File: config.mk
export PLATFORM = sky130hd
export DESIGN_NAME = errPriorityDisplay
export DESIGN_NICKNAME = d
export VERILOG_FILES = /design/src/rtl/errdisp_pkg.sv /design/src/rtl/errdisp_sync.sv /design/src/rtl/errdisp_ctrl.sv /design/src/rtl/errdisp_dp.sv /design/src/rtl/errPriorityDisplay.sv
export SDC_FILE = /design/constraint.sdc
export NUM_CORES = 1
export LEC_CHECK = 0
export CAP_MARGIN = 10
export CORE_MARGIN = 2
export CORE_UTILIZATION = 49
export DETAILED_ROUTE_END_ITERATION = 10
export PLACE_DENSITY_LB_ADDON = 0.08
export SETUP_SLACK_MARGIN = 0.02
export SLEW_MARGIN = 40
export SYNTH_ARGS = -nofsm -noshare
export SYNTH_HDL_FRONTEND = slang
export SYNTH_SLANG_ARGS = --single-unit
File: constraint.sdc
create_clock -name clk -period 1.6 [get_ports clk]
set_clock_uncertainty 0.15 [all_clocks]
set_input_delay 0.16 -clock clk [delete_from_list [all_inputs] [get_ports clk]]
set_output_delay 0.16 -clock clk [all_outputs]
set_load 0.005 [all_outputs]
File: src/rtl/errdisp_pkg.sv
package errdisp_pkg;
  localparam int NUM_SRC = 5;
  localparam int IDX_MUX_LOT = 0;
  localparam int IDX_DMX_LOT = 1;
  localparam int IDX_DMX_DIAG = 2;
  localparam int IDX_REF_TMR = 3;
  localparam int IDX_OOT = 4;

  localparam logic [2:0] ADDR_NONE = 3'd0;
  localparam logic [2:0] ADDR_DMX_DIAG = 3'd3;
  localparam logic [2:0] ADDR_REF_TMR = 3'd4;
  localparam logic [2:0] ADDR_OOT = 3'd5;

  typedef enum logic [1:0] {
    MODE_NORM = 2'b00,
    MODE_MUX_OFF = 2'b01,
    MODE_DEMUX_OFF = 2'b10,
    MODE_NORM_ALT = 2'b11
  } diagMode_e;

  typedef struct packed {
    logic muxEnable;
    logic demuxEnable;
    logic lampTest;
    logic ootActive;
    logic cntClear;
  } ctrlStrobe_t;
endpackage

File: src/rtl/errdisp_sync.sv
module errdisp_sync #(
  parameter int WIDTH = 9,
  parameter logic [WIDTH-1:0] RST_VAL = '0
) (
  input  logic             clk,
  input  logic             rstN,
  input  logic [WIDTH-1:0] dIn,
  output logic [WIDTH-1:0] dOut
);
  logic [WIDTH-1:0] stage1;

  always_ff @(posedge clk or negedge rstN) begin
    if (!rstN) begin
      stage1 <= RST_VAL;
      dOut <= RST_VAL;
    end else begin
      stage1 <= dIn;
      dOut <= stage1;
    end
  end
endmodule

File: src/rtl/errdisp_ctrl.sv
module errdisp_ctrl
  import errdisp_pkg::*;
#(
  parameter int OOT_WIDTH = 8,
  parameter bit OOT_ACTIVE_HIGH = 1'b0
) (
  input  logic        clk,
  input  logic        rstN,
  input  logic [1:0]  modeSync,
  input  logic        lampSyncN,
  input  logic        ootSync,
  input  logic        cntClkSync,
  output ctrlStrobe_t strb
);
  localparam int CNT_W = $clog2(OOT_WIDTH + 1);

  diagMode_e mode;
  logic muxEnable, demuxEnable;
  logic ootLevel, ootPrev, ootTrigger;
  logic [CNT_W-1:0] ootCnt;

  assign mode = diagMode_e'(modeSync);
  assign muxEnable = (mode != MODE_MUX_OFF);
  assign demuxEnable = (mode != MODE_DEMUX_OFF);
  assign ootLevel = ootSync ^ ~OOT_ACTIVE_HIGH;
  assign ootTrigger = ootLevel && !ootPrev && !cntClkSync && muxEnable && (ootCnt == '0);

  always_ff @(posedge clk or negedge rstN) begin
    if (!rstN) begin
      ootPrev <= 1'b0;
      ootCnt <= '0;
    end else begin
      ootPrev <= ootLevel;
      if (!muxEnable) ootCnt <= '0;
      else if (ootTrigger) ootCnt <= CNT_W'(OOT_WIDTH);
      else if (ootCnt != '0) ootCnt <= ootCnt - 1'b1;
    end
  end

  always_comb begin
    strb.muxEnable = muxEnable;
    strb.demuxEnable = demuxEnable;
    strb.lampTest = ~lampSyncN;
    strb.ootActive = (ootCnt != '0);
    strb.cntClear = !muxEnable;
  end

  AST_OOT_INHIBIT: assert property (@(posedge clk) disable iff (!rstN)
    (cntClkSync && ootCnt == '0) |=> (ootCnt == '0));
  AST_OOT_COUNTDOWN: assert property (@(posedge clk) disable iff (!rstN)
    (ootCnt != '0 && muxEnable) |=> (ootCnt == CNT_W'($past(ootCnt) - 1'b1)));
endmodule

File: src/rtl/errdisp_dp.sv
module errdisp_dp
  import errdisp_pkg::*;
#(
  parameter logic [3:0] LVL_ACTIVE_HIGH = 4'b0000
) (
  input  logic        clk,
  input  logic        rstN,
  input  logic [3:0]  errSync,
  input  ctrlStrobe_t strb,
  output logic [5:0]  dispEn,
  output logic        groupSel,
  output logic [2:0]  cardAddr,
  output logic        remoteLotAlarmN,
  output logic        cntClear
);
  logic [NUM_SRC-1:0] errAct, errMasked, winner;
  logic lotPresent;
  logic [2:0] addrNext;
  logic [5:0] dispNext;

  for (genvar i = 0; i < 4; i++) begin : g_pol
    assign errAct[i] = errSync[i] ^ ~LVL_ACTIVE_HIGH[i];
  end
  assign errAct[IDX_OOT] = strb.ootActive;

  always_comb begin
    errMasked = errAct;
    errMasked[IDX_MUX_LOT] = errAct[IDX_MUX_LOT] & strb.muxEnable;
    errMasked[IDX_REF_TMR] = errAct[IDX_REF_TMR] & strb.muxEnable;
    errMasked[IDX_OOT] = errAct[IDX_OOT] & strb.muxEnable;
    errMasked[IDX_DMX_LOT] = errAct[IDX_DMX_LOT] & strb.demuxEnable;
    errMasked[IDX_DMX_DIAG] = errAct[IDX_DMX_DIAG] & strb.demuxEnable;
  end

  always_comb begin
    winner = '0;
    for (int i = NUM_SRC - 1; i >= 0; i--) begin
      if (errMasked[i]) winner = NUM_SRC'(1) << i;
    end
  end

  assign lotPresent = errMasked[IDX_MUX_LOT] | errMasked[IDX_DMX_LOT];

  always_comb begin
    addrNext = ADDR_NONE;
    if (!lotPresent) begin
      if (winner[IDX_DMX_DIAG]) addrNext = ADDR_DMX_DIAG;
      else if (winner[IDX_REF_TMR]) addrNext = ADDR_REF_TMR;
      else if (winner[IDX_OOT]) addrNext = ADDR_OOT;
    end
    dispNext = strb.lampTest ? '1 : {|errMasked, winner};
  end

  always_ff @(posedge clk or negedge rstN) begin
    if (!rstN) begin
      dispEn <= '0;
      groupSel <= 1'b0;
      cardAddr <= ADDR_NONE;
      remoteLotAlarmN <= 1'b1;
      cntClear <= 1'b0;
    end else begin
      dispEn <= dispNext;
      groupSel <= errMasked[IDX_MUX_LOT];
      cardAddr <= addrNext;
      remoteLotAlarmN <= ~errMasked[IDX_DMX_LOT];
      cntClear <= strb.cntClear;
    end
  end

  AST_LAMP_ALL_ON: assert property (@(posedge clk) disable iff (!rstN)
    strb.lampTest |=> (dispEn == 6'h3f));
  AST_LOT_NO_ADDR: assert property (@(posedge clk) disable iff (!rstN)
    (groupSel || !remoteLotAlarmN) |-> (cardAddr == 3'd0));
  AST_WINNER_ONEHOT: assert property (@(posedge clk) disable iff (!rstN)
    !$past(strb.lampTest) |-> $onehot0(dispEn[4:0]));
  AST_MUXOFF_NO_GS: assert property (@(posedge clk) disable iff (!rstN)
    !strb.muxEnable |=> !groupSel);
  AST_ALARM_MASKED: assert property (@(posedge clk) disable iff (!rstN)
    !strb.demuxEnable |=> remoteLotAlarmN);
  AST_CLEAR_MUXOFF: assert property (@(posedge clk) disable iff (!rstN)
    !strb.muxEnable |=> cntClear);
endmodule

File: src/rtl/errPriorityDisplay.sv
module errPriorityDisplay
  import errdisp_pkg::*;
#(
  parameter int OOT_WIDTH = 8,
  parameter logic [4:0] ERR_ACTIVE_HIGH = 5'b00000
) (
  input  logic       clk,
  input  logic       rstN,
  input  logic       muxLotN,
  input  logic       demuxLotN,
  input  logic       demuxDiagN,
  input  logic       refTimerN,
  input  logic       ootPulseN,
  input  logic       ootCntClk,
  input  logic       lampTestN,
  input  logic [1:0] modeSel,
  output logic [5:0] dispEn,
  output logic       groupSel,
  output logic [2:0] cardAddr,
  output logic       remoteLotAlarmN,
  output logic       cntClear
);
  localparam int SYNC_W = 9;
  localparam logic [SYNC_W-1:0] SYNC_RST = {2'b00, 1'b1, 1'b0, ~ERR_ACTIVE_HIGH};

  logic [SYNC_W-1:0] rawVec, syncVec;
  ctrlStrobe_t strb;

  assign rawVec = {modeSel, lampTestN, ootCntClk, ootPulseN, refTimerN, demuxDiagN, demuxLotN, muxLotN};

  errdisp_sync #(.WIDTH(SYNC_W), .RST_VAL(SYNC_RST)) sync_i (
    .clk(clk), .rstN(rstN), .dIn(rawVec), .dOut(syncVec)
  );

  errdisp_ctrl #(.OOT_WIDTH(OOT_WIDTH), .OOT_ACTIVE_HIGH(ERR_ACTIVE_HIGH[IDX_OOT])) ctrl_i (
    .clk(clk), .rstN(rstN), .modeSync(syncVec[8:7]), .lampSyncN(syncVec[6]),
    .ootSync(syncVec[4]), .cntClkSync(syncVec[5]), .strb(strb)
  );

  errdisp_dp #(.LVL_ACTIVE_HIGH(ERR_ACTIVE_HIGH[3:0])) dp_i (
    .clk(clk), .rstN(rstN), .errSync(syncVec[3:0]), .strb(strb),
    .dispEn(dispEn), .groupSel(groupSel), .cardAddr(cardAddr),
    .remoteLotAlarmN(remoteLotAlarmN), .cntClear(cntClear)
  );
endmodule

==> results <==
[registers in the layout (all words and copies together) (netlist names)]
signal / flops
sync_i.dOut: 9
sync_i.stage1: 9
dp_i.dispEn: 6
ctrl_i.ootCnt: 4
dp_i.cardAddr: 3
ctrl_i.ootPrev: 1
dp_i.cntClear: 1
dp_i.groupSel: 1
dp_i.remoteLotAlarmN: 1
[routing by layer]
layer  vias to the layer above  GRT usage (%)  routed length, microns
li1                        329              -                       -
met1                       311           16.0                     609
met2                        23           21.4                     736
met3                         5           7.63                     126
met4                         0           10.3                      46
met5                         -              0                       0
[layout make-up]
| class | count | area [sq um] |
|---|---|---|
| clock inverters | 1 | 5.00 |
| well taps | 28 | 35.0 |
| fillers | 188 | 717 |
| inverters | 7 | 26.3 |
| multi-input cells | 38 | 280 |
| repair buffers | 25 | 254 |
| clock buffers | 7 | 45.0 |
| flip-flops and latches | 35 | 892 |
[final timing paths]
check,start,endpoint,slack (ns),cells after the start
setup / recovery,ctrl_i.ootCnt[1],ctrl_i.ootCnt[0],0.12,6
hold / removal,rstN,ctrl_i.ootCnt[3],0.04,2
setup reg to reg,ctrl_i.ootCnt[1],ctrl_i.ootCnt[0],0.12,6
hold reg to reg,sync_i.stage1[5],sync_i.dOut[5],0.20,0
max in group asynchronous,rstN,sync_i.dOut[1],1.01,2
min in group clk,muxLotN,sync_i.stage1[0],0.09,1
[cells in the mapped netlist]
cell	number	area, sq um
a21o_2	2	17.5
inv_1	7	26.3
o21ai_0	4	20.0
nor3_1	2	10.0
nor2_1	7	26.3
buf_6	1	11.3
a21oi_1	3	15.0
a31oi_1	1	6.26
ha_1	2	25.0
nand3b_1	2	15.0
dfstp_2	13	342
o31ai_1	2	15.0
a211oi_1	1	7.51
nor2b_4	1	13.8
xnor2_1	1	8.76
o21bai_1	1	7.51
dfrtp_1	22	551
and3_2	1	7.51
a31oi_4	1	21.3
or2_4	1	8.76
nor3b_2	1	12.5
nand2_1	4	15.0
o31a_1	1	8.76
[timing repair]
action / CTS / global route
setup buffers: 1 / 0
resized for setup: 2 / 4
pin swaps: 0 / 1
setup endpoints to repair: 4 / 5
[placed cells by master (no fill, tap or decap)]
master,n
a211oi_1,1
a21o_2,2
a21oi_1,3
a31oi_1,1
a31oi_4,1
and3_2,1
buf_12,1
buf_4,2
clkbuf_1,2
clkbuf_4,5
clkdlybuf4s50_1,21
clkinv_2,1
dfrtp_1,22
dfstp_2,13
dlygate4sd2_1,1
ha_1,1
ha_4,1
inv_1,5
inv_2,2
nand2_1,4
nand3b_1,2
nor2_1,7
nor2b_4,1
nor3_1,2
nor3b_4,1
o21ai_0,4
o21bai_1,1
o31a_1,1
o31ai_1,2
or2_4,1
xnor2_1,1
[logic make-up after synthesis]
group           synth area share [%]
flops                           74.9
compound gates                  9.98
xor+xnor                       0.735
buf+inv                         3.15
fa+ha+maj                       2.10
simple gates                    9.14
[worst max-delay path: stages, from the launching register on]
cell,delay [ns]
dfrtp_1,0.40
inv_2,0.08
ha_4,0.14
nor3b_4,0.28
o31a_1,0.21
a21oi_1,0.07
nor2_1,0.08
[power groups by stage]
stage               sequential [uW]  clock, uW  combinational [uW]
global placement               1070          0                 419
floorplan                      1070          0                 269
detailed placement             1080          0                 436
finish                         1070        421                 493
global route                   1080        481                 566
CTS                            1060        453                 475
[metrics by stage]
step           setup WS, ns  util [%]  TNS, ns  cell area (sq um)
2_1_floorplan         0.132         -        0               1190
3_3_place_gp         0.0903      64.9        0               1460
3_5_place_dp        -0.0121      64.9  -0.0224               1460
4_1_cts              0.0471      67.6        0               1530
5_1_grt              0.0222      68.2        0               1540
6_report              0.123      68.2        0               1540
==> results.cfg <==
[status]
status = finished clean

[floorplan]
initial_utilization_pct = 52.8
die_w_microns = 53.3
rows = 17
die_area_sq_um = 2840
dieHeight_microns = 53.3
core_sq_um = 2250
ioPinCount = 23

[job]
drv_cap = 0

[pwr]
p_leak_uw = 0.000671
p_seq_share_pct = 53.8
intPower_uw = 1440
total_power_uw = 1980
power_density_nw_per_um2 = 1290
clkPwrFrac_pct = 21.3
comb_power_share_pct = 24.9
vdd_drop_max_v = 0.000965
power.switching_uw = 542
sw_frac_of_total_pct = 27.4

[clock_tree]
numCtsBuffers = 5
cts_root_buf = clkbuf_4
clkTransAtPathRegs_ns = 0.09
h-tree-depth = 2
cts_tree = built
clkLatencyLatePin_ns = 0.32
clockBufferDepth = 2
hold_buffers = 0
cts.sinks = 35

[place]
dpl.cell_count = 132
dpl.hpwl_microns = 1090
place.gp.congestion = 0.712
io_buffers = 22

[yosys]
synth_warnings = 0
synth_fp_nets = 94
synth_cells = 81
netlist_area_sq_um = 1190
ys_types = 23
avgSynthCellArea_sq_um = 14.7
ys_seq_elements = 35
synth_seq_area_share_pct = 74.9

[critical_path]
critPathKind = flip-flop to flip-flop
path_max_fanout = 6
cp-end-kind = flip-flop
startpoint_type = flip-flop
worstPathArrival_ns = 1.58
worstPathRequired_ns = 1.71

[sta]
setup_violations = 0
hold_ws_ns = 0.0446
fmax_mhz = 677
relSlewSlack_pct = 81.4
report.final.slew_viol_count = 0
rsz0062_at_grt = no
worst_slew_pin_slew_ns = 0.278
final_hold_viol_count = 0
finalCritPeriodShare_pct = 92.3
timing.final.crit_period_ns = 1.48

[global_routing]
grt_pass1_wl_microns = 2680
grt_max_degree = 36
overflow = 0
grt_pass1_vias = 620
grtUsageTotal_pct = 14.6
grt_antenna_before_repair = 0

[route]
drt_iter0_drc = 5
drc = 0
vias = 668
viasPerCell = 4.74
dr.pass1.iters = 2
wl_per_cell_microns = 10.8
wl_microns = 1520
drtAntennaViolNets = 0

[finish]
fin_cells = 141
n_antenna_cell = 0
area.growth.synth_to_final_pct = 29.1
fin_nets = 125
drive_above_1_share_pct = 28.3

[min_path]
hold_path.class = input port to async pin
Note: power is estimated with default switching activity, not from simulation.
